### src/rtl/mbox_rx_pkg.sv
package mbox_rx_pkg;

  localparam int REG_ADDR_W = 6;

  localparam logic [REG_ADDR_W-1:0] OFS_CHAN   = 6'h00;
  localparam logic [REG_ADDR_W-1:0] OFS_LOW    = 6'h04;
  localparam logic [REG_ADDR_W-1:0] OFS_HIGH   = 6'h08;
  localparam logic [REG_ADDR_W-1:0] OFS_POP    = 6'h0C;
  localparam logic [REG_ADDR_W-1:0] OFS_FLUSH  = 6'h10;
  localparam logic [REG_ADDR_W-1:0] OFS_STATUS = 6'h14;
  localparam logic [REG_ADDR_W-1:0] OFS_IRQSTS = 6'h18;
  localparam logic [REG_ADDR_W-1:0] OFS_MASK   = 6'h1C;
  localparam logic [REG_ADDR_W-1:0] OFS_DEPTH  = 6'h24;

  localparam int MASK_W = 5;
  localparam int PTR_FIELD_W = 8;

  // Strobes from control to datapath
  typedef struct packed {
    logic pop;
    logic flush;
  } fifoStrobes_t;

endpackage

### src/rtl/mbox_rx_datapath.sv
module mbox_rx_datapath
  import mbox_rx_pkg::*;
#(
  parameter int DEPTH  = 8,
  parameter int CHAN_W = 3,
  parameter int MSG_W  = 64
) (
  input  logic                   clk,
  input  logic                   rstN,
  input  fifoStrobes_t           strobes,
  input  logic                   pushValid,
  input  logic [CHAN_W-1:0]      pushChan,
  input  logic [MSG_W-1:0]       pushMsg,
  output logic [CHAN_W-1:0]      headChan,
  output logic [MSG_W-1:0]       headMsg,
  output logic [PTR_FIELD_W-1:0] wrPtrField,
  output logic [PTR_FIELD_W-1:0] rdPtrField,
  output logic                   full,
  output logic                   empty
);

  localparam int IDX_W = (DEPTH > 1) ? $clog2(DEPTH) : 1;
  localparam logic [IDX_W-1:0] LAST_IDX = IDX_W'(DEPTH - 1);

  logic [IDX_W-1:0]  wrPtr, rdPtr;
  logic [CHAN_W-1:0] chanMem [DEPTH];
  logic [MSG_W-1:0]  msgMem  [DEPTH];

  logic pushOk, popOk;
  logic [IDX_W-1:0] wrNext, rdNext;

  assign empty  = (wrPtr == rdPtr) && !full;
  assign pushOk = pushValid && !full && !strobes.flush;
  assign popOk  = strobes.pop && !empty && !strobes.flush;
  assign wrNext = (wrPtr == LAST_IDX) ? '0 : wrPtr + 1'b1;
  assign rdNext = (rdPtr == LAST_IDX) ? '0 : rdPtr + 1'b1;

  always_ff @(posedge clk or negedge rstN) begin
    if (!rstN) begin
      wrPtr <= '0;
      rdPtr <= '0;
      full  <= 1'b0;
    end else if (strobes.flush) begin
      wrPtr <= '0;
      rdPtr <= '0;
      full  <= 1'b0;
    end else begin
      if (pushOk) wrPtr <= wrNext;
      if (popOk)  rdPtr <= rdNext;
      if (pushOk && !popOk && (wrNext == rdPtr)) full <= 1'b1;
      else if (popOk && !pushOk)                 full <= 1'b0;
    end
  end

  always_ff @(posedge clk) begin
    if (pushOk) begin
      chanMem[wrPtr] <= pushChan;
      msgMem[wrPtr]  <= pushMsg;
    end
  end

  assign headChan   = chanMem[rdPtr];
  assign headMsg    = msgMem[rdPtr];
  assign wrPtrField = PTR_FIELD_W'(wrPtr);
  assign rdPtrField = PTR_FIELD_W'(rdPtr);

  assert_ptr_range_R4: assert property (@(posedge clk) disable iff (!rstN)
    (wrPtr <= LAST_IDX) && (rdPtr <= LAST_IDX));

  assert_push_full_dropped_R6: assert property (@(posedge clk) disable iff (!rstN)
    (full && pushValid && !strobes.pop && !strobes.flush) |=> ($stable(wrPtr) && full));

  assert_pop_empty_ignored_R7: assert property (@(posedge clk) disable iff (!rstN)
    (empty && strobes.pop && !pushValid && !strobes.flush) |=> ($stable(rdPtr) && empty));

  assert_flush_resets_R11: assert property (@(posedge clk) disable iff (!rstN)
    strobes.flush |=> (wrPtr == '0 && rdPtr == '0 && !full));

endmodule

### src/rtl/mbox_rx_ctrl.sv
module mbox_rx_ctrl
  import mbox_rx_pkg::*;
#(
  parameter int DEPTH  = 8,
  parameter int CHAN_W = 3,
  parameter int MSG_W  = 64
) (
  input  logic                   clk,
  input  logic                   rstN,
  input  logic [REG_ADDR_W-1:0]  regAddr,
  input  logic                   regWrEn,
  input  logic [31:0]            regWrData,
  output logic [31:0]            regRdData,
  output logic                   irqStatus,
  output fifoStrobes_t           strobes,
  input  logic [CHAN_W-1:0]      headChan,
  input  logic [MSG_W-1:0]       headMsg,
  input  logic [PTR_FIELD_W-1:0] wrPtrField,
  input  logic [PTR_FIELD_W-1:0] rdPtrField,
  input  logic                   full,
  input  logic                   empty
);

  logic [MASK_W-1:0] mask;
  logic irqClear;

  assign strobes.pop   = regWrEn && (regAddr == OFS_POP) && regWrData[0];
  assign strobes.flush = regWrEn && (regAddr == OFS_FLUSH) && (regWrData == '0);
  assign irqClear      = regWrEn && (regAddr == OFS_IRQSTS) && regWrData[0];

  always_ff @(posedge clk or negedge rstN) begin
    if (!rstN) begin
      mask      <= '1;
      irqStatus <= 1'b0;
    end else begin
      if (regWrEn && regAddr == OFS_MASK) mask <= regWrData[MASK_W-1:0];
      if (strobes.flush || irqClear)      irqStatus <= 1'b0;
      else if (!empty && !mask[0])        irqStatus <= 1'b1;
    end
  end

  always_comb begin
    regRdData = '0;
    unique case (regAddr)
      OFS_CHAN:   regRdData = 32'(headChan);
      OFS_LOW:    regRdData = headMsg[31:0];
      OFS_HIGH:   regRdData = headMsg[63:32];
      OFS_STATUS: regRdData = {rdPtrField, wrPtrField, 15'b0, full};
      OFS_IRQSTS: regRdData = {31'b0, irqStatus};
      OFS_MASK:   regRdData = 32'(mask);
      OFS_DEPTH:  regRdData = 32'(DEPTH - 1);
      default:    regRdData = '0;
    endcase
  end

  assert_irq_cleared_R10: assert property (@(posedge clk) disable iff (!rstN)
    irqClear |=> !irqStatus);

  assert_irq_masked_R9: assert property (@(posedge clk) disable iff (!rstN)
    (mask[0] && !irqStatus) |=> !irqStatus);

  assert_irq_sets_R9: assert property (@(posedge clk) disable iff (!rstN)
    (!empty && !mask[0] && !irqClear && !strobes.flush) |=> irqStatus);

endmodule

### src/rtl/mbox_rx_fifo.sv
module mbox_rx_fifo
  import mbox_rx_pkg::*;
#(
  parameter int DEPTH  = 8,
  parameter int CHAN_W = 3
) (
  input  logic              clk,
  input  logic              rstN,
  input  logic              pushValid,
  input  logic [CHAN_W-1:0] pushChan,
  input  logic [63:0]       pushMsg,
  input  logic [5:0]        regAddr,
  input  logic              regWrEn,
  input  logic [31:0]       regWrData,
  output logic [31:0]       regRdData,
  output logic              irq
);

  fifoStrobes_t strobes;
  logic [CHAN_W-1:0] headChan;
  logic [63:0] headMsg;
  logic [PTR_FIELD_W-1:0] wrPtrField, rdPtrField;
  logic full, empty;

  mbox_rx_datapath #(.DEPTH(DEPTH), .CHAN_W(CHAN_W), .MSG_W(64)) uDatapath (
    .clk(clk), .rstN(rstN), .strobes(strobes),
    .pushValid(pushValid), .pushChan(pushChan), .pushMsg(pushMsg),
    .headChan(headChan), .headMsg(headMsg),
    .wrPtrField(wrPtrField), .rdPtrField(rdPtrField),
    .full(full), .empty(empty)
  );

  mbox_rx_ctrl #(.DEPTH(DEPTH), .CHAN_W(CHAN_W), .MSG_W(64)) uCtrl (
    .clk(clk), .rstN(rstN), .regAddr(regAddr), .regWrEn(regWrEn),
    .regWrData(regWrData), .regRdData(regRdData), .irqStatus(irq),
    .strobes(strobes), .headChan(headChan), .headMsg(headMsg),
    .wrPtrField(wrPtrField), .rdPtrField(rdPtrField),
    .full(full), .empty(empty)
  );

endmodule

### config.mk
export PLATFORM = sky130hd
export DESIGN_NAME = mbox_rx_fifo
export DESIGN_NICKNAME = d
export VERILOG_FILES = /design/src/rtl/mbox_rx_pkg.sv /design/src/rtl/mbox_rx_datapath.sv /design/src/rtl/mbox_rx_ctrl.sv /design/src/rtl/mbox_rx_fifo.sv
export SDC_FILE = /design/constraint.sdc
export NUM_CORES = 1
export LEC_CHECK = 0
export BUFFER_PORTS_ARGS = -buffer_cell sky130_fd_sc_hd__buf_2
export CORE_UTILIZATION = 33
export CTS_CLUSTER_DIAMETER = 30
export CTS_CLUSTER_SIZE = 12
export DETAILED_ROUTE_END_ITERATION = 10
export HOLD_SLACK_MARGIN = 0.15
export SYNTH_ARGS = -nofsm -noshare
export SYNTH_HDL_FRONTEND = slang
export SYNTH_SLANG_ARGS = --single-unit
### constraint.sdc
create_clock -name clk -period 17.55 [get_ports clk]
set_input_delay 0.8775 -clock clk [delete_from_list [all_inputs] [get_ports clk]]
set_output_delay 0.8775 -clock clk [all_outputs]
set_load 0.05 [all_outputs]
After elaboration in Yosys (flattened, before gate mapping)
Memories as Yosys holds them, arrays and structs flattened.
Cells that the tools add are included.
W data, S select, Z words.
- add/subtract/negate cells: 2
- equality and inequality tests: 12
- multiplexer cells: 14
- reductions and logical operators: 29
- operators by type and width (cell ; count):
    $pmux W32 S7 ; 1
    $logic_not A32 Y1 ; 1
    $eq A6 B5 Y1 const B ; 4
    $mux W3 ; 6
    $logic_and A1 B1 Y1 ; 16
    $eq A6 B4 Y1 const B ; 2
    $mux W1 ; 7
    $add A3 B1 Y3 const B ; 2
    $eq A3 B3 Y1 ; 2
    $eq A3 B3 Y1 const B ; 2
    $eq A6 B3 Y1 const B ; 1
    $eq A6 B6 Y1 const B ; 1
    $logic_not A1 Y1 ; 6
    $logic_not A6 Y1 ; 1
    $reduce_bool A2 Y1 ; 3
    $reduce_bool A3 Y1 ; 1
    $logic_or A1 B1 Y1 ; 1
- flip-flop bits (word level): 13
- memory bits (writable): 536
- output and inout bits: 33
- memories kept: 2
- memory list (memory ; words ; bits a word ; rd ports ; clocked after Yosys merged registers in ; wr ports ; line ; RTL):
    uDatapath.msgMem ; 8 ; 64 ; 1 ; 0 ; 1 ; mbox_rx_datapath.sv:27 ; logic [MSG_W-1:0] msgMem [DEPTH];
    uDatapath.chanMem ; 8 ; 3 ; 1 ; 0 ; 1 ; mbox_rx_datapath.sv:26 ; logic [CHAN_W-1:0] chanMem [DEPTH];

Longest topological paths before layout
- word-level depth: 10
- mapped depth: 6
- mapped depth without buffers: 5

Hierarchy
From an unflattened synthesis, not the netlist that was laid out.
- cells, all modules: 969
- area total of the unflattened synthesis: 21653.3 um^2
- by module, submodules not included (module ; times used ; cells an instance ; area an instance (um^2) ; seq. area each (um^2)):
    mbox_rx_datapath ; 1 ; 841 ; 20728.6 ; 16270.6
    mbox_rx_ctrl ; 1 ; 128 ; 924.6 ; 156.4

Worst setup path after synthesis
No wires, ideal clock.
- path kind: in2reg
- start point: in regAddr[4]
- end point: mem uDatapath.chanMem[5][0] (enable)
- library setup time: 681 ps
- arrival time: 8220 ps
- setup slack: 8648 ps
- stages on the path: 5
- buffers on the path: 1
- cell sequence: buf_2 -> nor4b_1 -> nand4_1 -> nor3_2 -> nor4b_1
- longest elaborated chain between the ends: 7
- RTL lines (element ; line ; RTL):
    start, declared ; mbox_rx_fifo.sv:12 ; input logic [5:0] regAddr,
    $eq A6 B5 Y1 ; mbox_rx_ctrl.sv:28 ; assign strobes.flush = regWrEn && (regAddr == OFS_FLUSH) && (regWrData == '0);
    $logic_and A1 B1 Y1 (2 in a row) ; mbox_rx_ctrl.sv:28 ;
    $logic_not A1 Y1 ; mbox_rx_datapath.sv:33 ; assign pushOk = pushValid && !full && !strobes.flush;
    $logic_and A1 B1 Y1 ; mbox_rx_datapath.sv:33 ;
    $mux W1 ; mbox_rx_datapath.sv:56 ; if (pushOk) begin
    $mux W1 (implied by the code) ; mbox_rx_datapath.sv:57 ; chanMem[wrPtr] <= pushChan;
    end, declared ; mbox_rx_datapath.sv:26 ;
No other way between the ends.

Worst setup path after layout
- start point: reg uDatapath.rdPtr[1]
- end point: out regRdData[1]
- longest elaborated chain between the ends: 2
- elaborated cells between the ends (all ways): 3
- those cells by class: mux: 1; memory: 2
- RTL lines (element ; line ; RTL):
    start, declared ; mbox_rx_datapath.sv:25 ; logic [IDX_W-1:0] wrPtr, rdPtr;
    start signal, assigned ; mbox_rx_datapath.sv:49 ; if (popOk) rdPtr <= rdNext;
    $mem_v2 Z8 W64 / $mem_v2 Z8 W3 (equally long branches) ; n/a ;
    $pmux W32 S7 (*) ; mbox_rx_ctrl.sv:44 ; unique case (regAddr)
    end, declared ; mbox_rx_fifo.sv:15 ; output logic [31:0] regRdData,
Mark *: on every way between the ends. The rest lies on a longest branch, timed or not.

==> impl_metrics.yaml <==
logic_synthesis:
  synth_top_family_by_area: "multiplexers"
  syn_inst: 945
  ys_seq_area_share_pct: 76.7
  synthArstFlopShare_pct: 2.37
  synth.area.top_cells: "edfxtp_1 (75%), mux4_2 (14%), mux2i_1 (2.3%), dfrtp_1 (0.93%), buf_2 (0.68%)"
  syn_nets: 1058
  synth-compound-area-share_pct: 2.27
  yosysTopAreaCell: "edfxtp_1"
  synthSimpleGateAreaFrac_pct: 2.41
  synthAdderAreaFrac_pct: 0.234
  synth_cell_types: 55
  synth_area_um2: 21400
  synthXorXnorAreaFrac_pct: 0.204
  ys_ff_latch: 549
  synth_edf_count: 536
  synth_mux_area_share_pct: 16.8
  synthFlopType: "edfxtp_1"
  yosys_warnings: 0
  avgSynthCellArea_um2: 22.7
  synth_top_area_share_pct: 75.1
worst_setup_path:
  cp-start-kind: "flip-flop"
  worstPathRequired_ps: 16670
  timing.rr.end: "uDatapath.msgMem[4][7]"
  critPathMaxFanout: 64
  r2r_slack_ps: 14160
  rr_startpoint: "uDatapath.full"
  rr_worst_depth: 5
  cp.arrival_ps: 4410
  cp-end-kind: "output pin"
  path_class: "reg -> out"
grt:
  first_global_vias: 11200
  antenna_found_initial: 12
  overflow: 0
  grt_use_total_pct: 14.9
  grt_start_max_net_pins: 65
  grt_first_pass_wirelength_um: 72500
worst_hold_path:
  min_path_cells: 2
  hold_class: "in -> reg"
  holdPathEnd: "uCtrl.mask[4]"
  hp-start: "regWrData[4]"
cts:
  cts-buffers-inserted: 92
  cts_root_buffer: "clkbuf_16"
  clock_latency_ps: 610
  cts_setup_buffers: 0
  cts.path.max_buffers: 3
  clkSinkCount: 549
  cts_tree: "done"
  htree_levels: 3
  path_clk_slew_ps: 50
die:
  fp.dieW_um: 257
  die_h_um: 257
  start_util_pct: 33.3
  rows: 93
  die_area_um2: 66000
  ios: 142
  core_um2: 64300
route:
  viasPerCell: 4.98
  dr.first_iter.drc_count: 700
  firstDrtPassIters: 5
  ant_nets: 0
  wl_um: 48500
  drc: 0
  dr_total_vias: 10400
  wl_per_cell_um: 23.2
cells_and_area:
  final_cell_mix: "edfxtp_1 (536), buf_2 (141), mux4_2 (133)"
  area_growth_pct: 22.6
  stdcell_area_um2: 26300
  final_nets: 1270
  drive_gt1_share_pct: 39.4
  fillers: 5661
  layout.cells.non_filler: 2092
  final_common_cell: "edfxtp_1"
sta:
  finClkSkew_ps: 14.1
  fin_setup_tns_ps: 0
  setup_viol: 0
  post-route-period-util_pct: 30.1
  hold_viol_final: 0
  min_period_ps: 5290
  fmax_mhz: 189
  slew_headroom_pct: 29.7
  slew_viol_final: 0
  hold_ws_ps: 508
  tightest_slew_ps: 1050
  rsz0062_at_grt: "no"
place:
  place_congestion: 0.764
  hpwl_um: 27300
  dp_cells: 1917
  place_area_um2: 23200
  port_buffers: 141
power_and_ir_drop:
  ir_drop_mv: 0.107
  p_leak_nw: 8.69
  power.total_mw: 3.54
  p_per_area_nw_per_um2: 135
run_status:
  status: "completed"
flow_run:
  drv_cap: 0
[worst max path at each step]
stage | start | end | slack (ps)
5_1_grt | uDatapath.rdPtr[1] | regRdData[1] | 12130
3_3_place_gp | uDatapath.rdPtr[1] | regRdData[1] | 12950
6_report | uDatapath.rdPtr[1] | regRdData[1] | 12260
3_5_place_dp | uDatapath.rdPtr[1] | regRdData[1] | 12910
4_1_cts | uDatapath.rdPtr[1] | regRdData[1] | 12250
2_1_floorplan | regAddr[4] | uDatapath.chanMem[5][0] | 8650
[layout make-up]
class	instances	area, um^2	share of cell area [%]
repair buffers	165	888	3.38
clock inverters	69	682	2.60
clock buffers	102	2400	9.15
inverters	6	23.8	0.0905
diodes	3	7.51	0.0286
multi-input cells	343	4750	18.1
flip-flops and latches	549	16400	62.6
well taps	855	1070	4.07
[state kept, by name (all words and copies together) (netlist names)]
register           flops
uCtrl.irqStatus        1
uCtrl.mask             5
uDatapath.chanMem     24
uDatapath.full         1
uDatapath.msgMem     512
uDatapath.rdPtr        3
uDatapath.wrPtr        3
[what timing repair did]
action                                 4_1_cts  5_1_grt
gates resized for setup                      0        0
endpoints found under the hold margin        8        0
hold buffers                                 1        0
[synth_stat cells, types with 2 or more instances]
| library cell | count |
|---|---|
| buf_2 | 29 |
| a31oi_1 | 3 |
| nor3_4 | 2 |
| a21oi_1 | 5 |
| buf_6 | 4 |
| nor4_1 | 11 |
| nor2b_1 | 3 |
| buf_1 | 2 |
| o22ai_1 | 11 |
| o211ai_1 | 8 |
| a22oi_1 | 8 |
| o31ai_1 | 3 |
| mux2i_1 | 50 |
| and4_1 | 2 |
| nand3_1 | 9 |
| buf_4 | 8 |
| nor2_1 | 4 |
| mux4_2 | 133 |
| nand2_1 | 15 |
| nor3b_1 | 4 |
| xnor2_1 | 4 |
| inv_2 | 3 |
| mux2_1 | 6 |
| nand4_1 | 4 |
| and2_1 | 4 |
| a221oi_1 | 4 |
| inv_1 | 3 |
| dfrtp_1 | 8 |
| o22ai_2 | 10 |
| edfxtp_1 | 536 |
| ha_1 | 4 |
| clkbuf_1 | 4 |
| nor3_1 | 7 |
| a32oi_1 | 3 |
| dfstp_2 | 5 |
| nor4b_1 | 4 |
| mux2_2 | 4 |
[worst max-delay path, stage by stage, from the launching register on]
cell and delay (ps):
dfrtp_4 760, buf_4 710, buf_4 900, mux4_2 410
mux2_2 290, a22oi_1 230, nand4_1 140, buf_2 240
[power breakdown]
| group | switching, mW | leakage, nW | total, mW | internal [mW] |
|---|---|---|---|---|
| combinational | 0.143 | 2.22 | 0.266 | 0.123 |
| sequential | 0.0336 | 4.96 | 1.52 | 1.48 |
| clock | 0.619 | 1.51 | 1.76 | 1.14 |
| total | 0.796 | 8.69 | 3.54 | 2.75 |
[layer usage]
layer / wire (um) / GRT usage (%) / vias up
met4: 909 / 3.97 / 10
met5: 55 / 0 / -
met1: 20500 / 18.7 / 5499
met2: 23800 / 24.6 / 296
li1: - / - / 4527
met3: 3140 / 5.05 / 95
[kinds of logic after synthesis]
family                     count (synthesis)
AOI/OAI and AO/OA                         61
muxes                                    193
DFF                                      549
and+or+nand+nor                           80
adders and majority gates                  4
buffers and inverters                     53
xor gates and xnor gates                   5
[stage by stage]
step / utilization, % / setup slack [ps]
after floorplan: - / 8650
after global placement: 36.0 / 12950
after detailed placement: 36.0 / 12910
after CTS: 40.8 / 12250
after global routing: 40.8 / 12130
final: 40.8 / 12260
No activity file was read; power rests on OpenSTA's default activity.
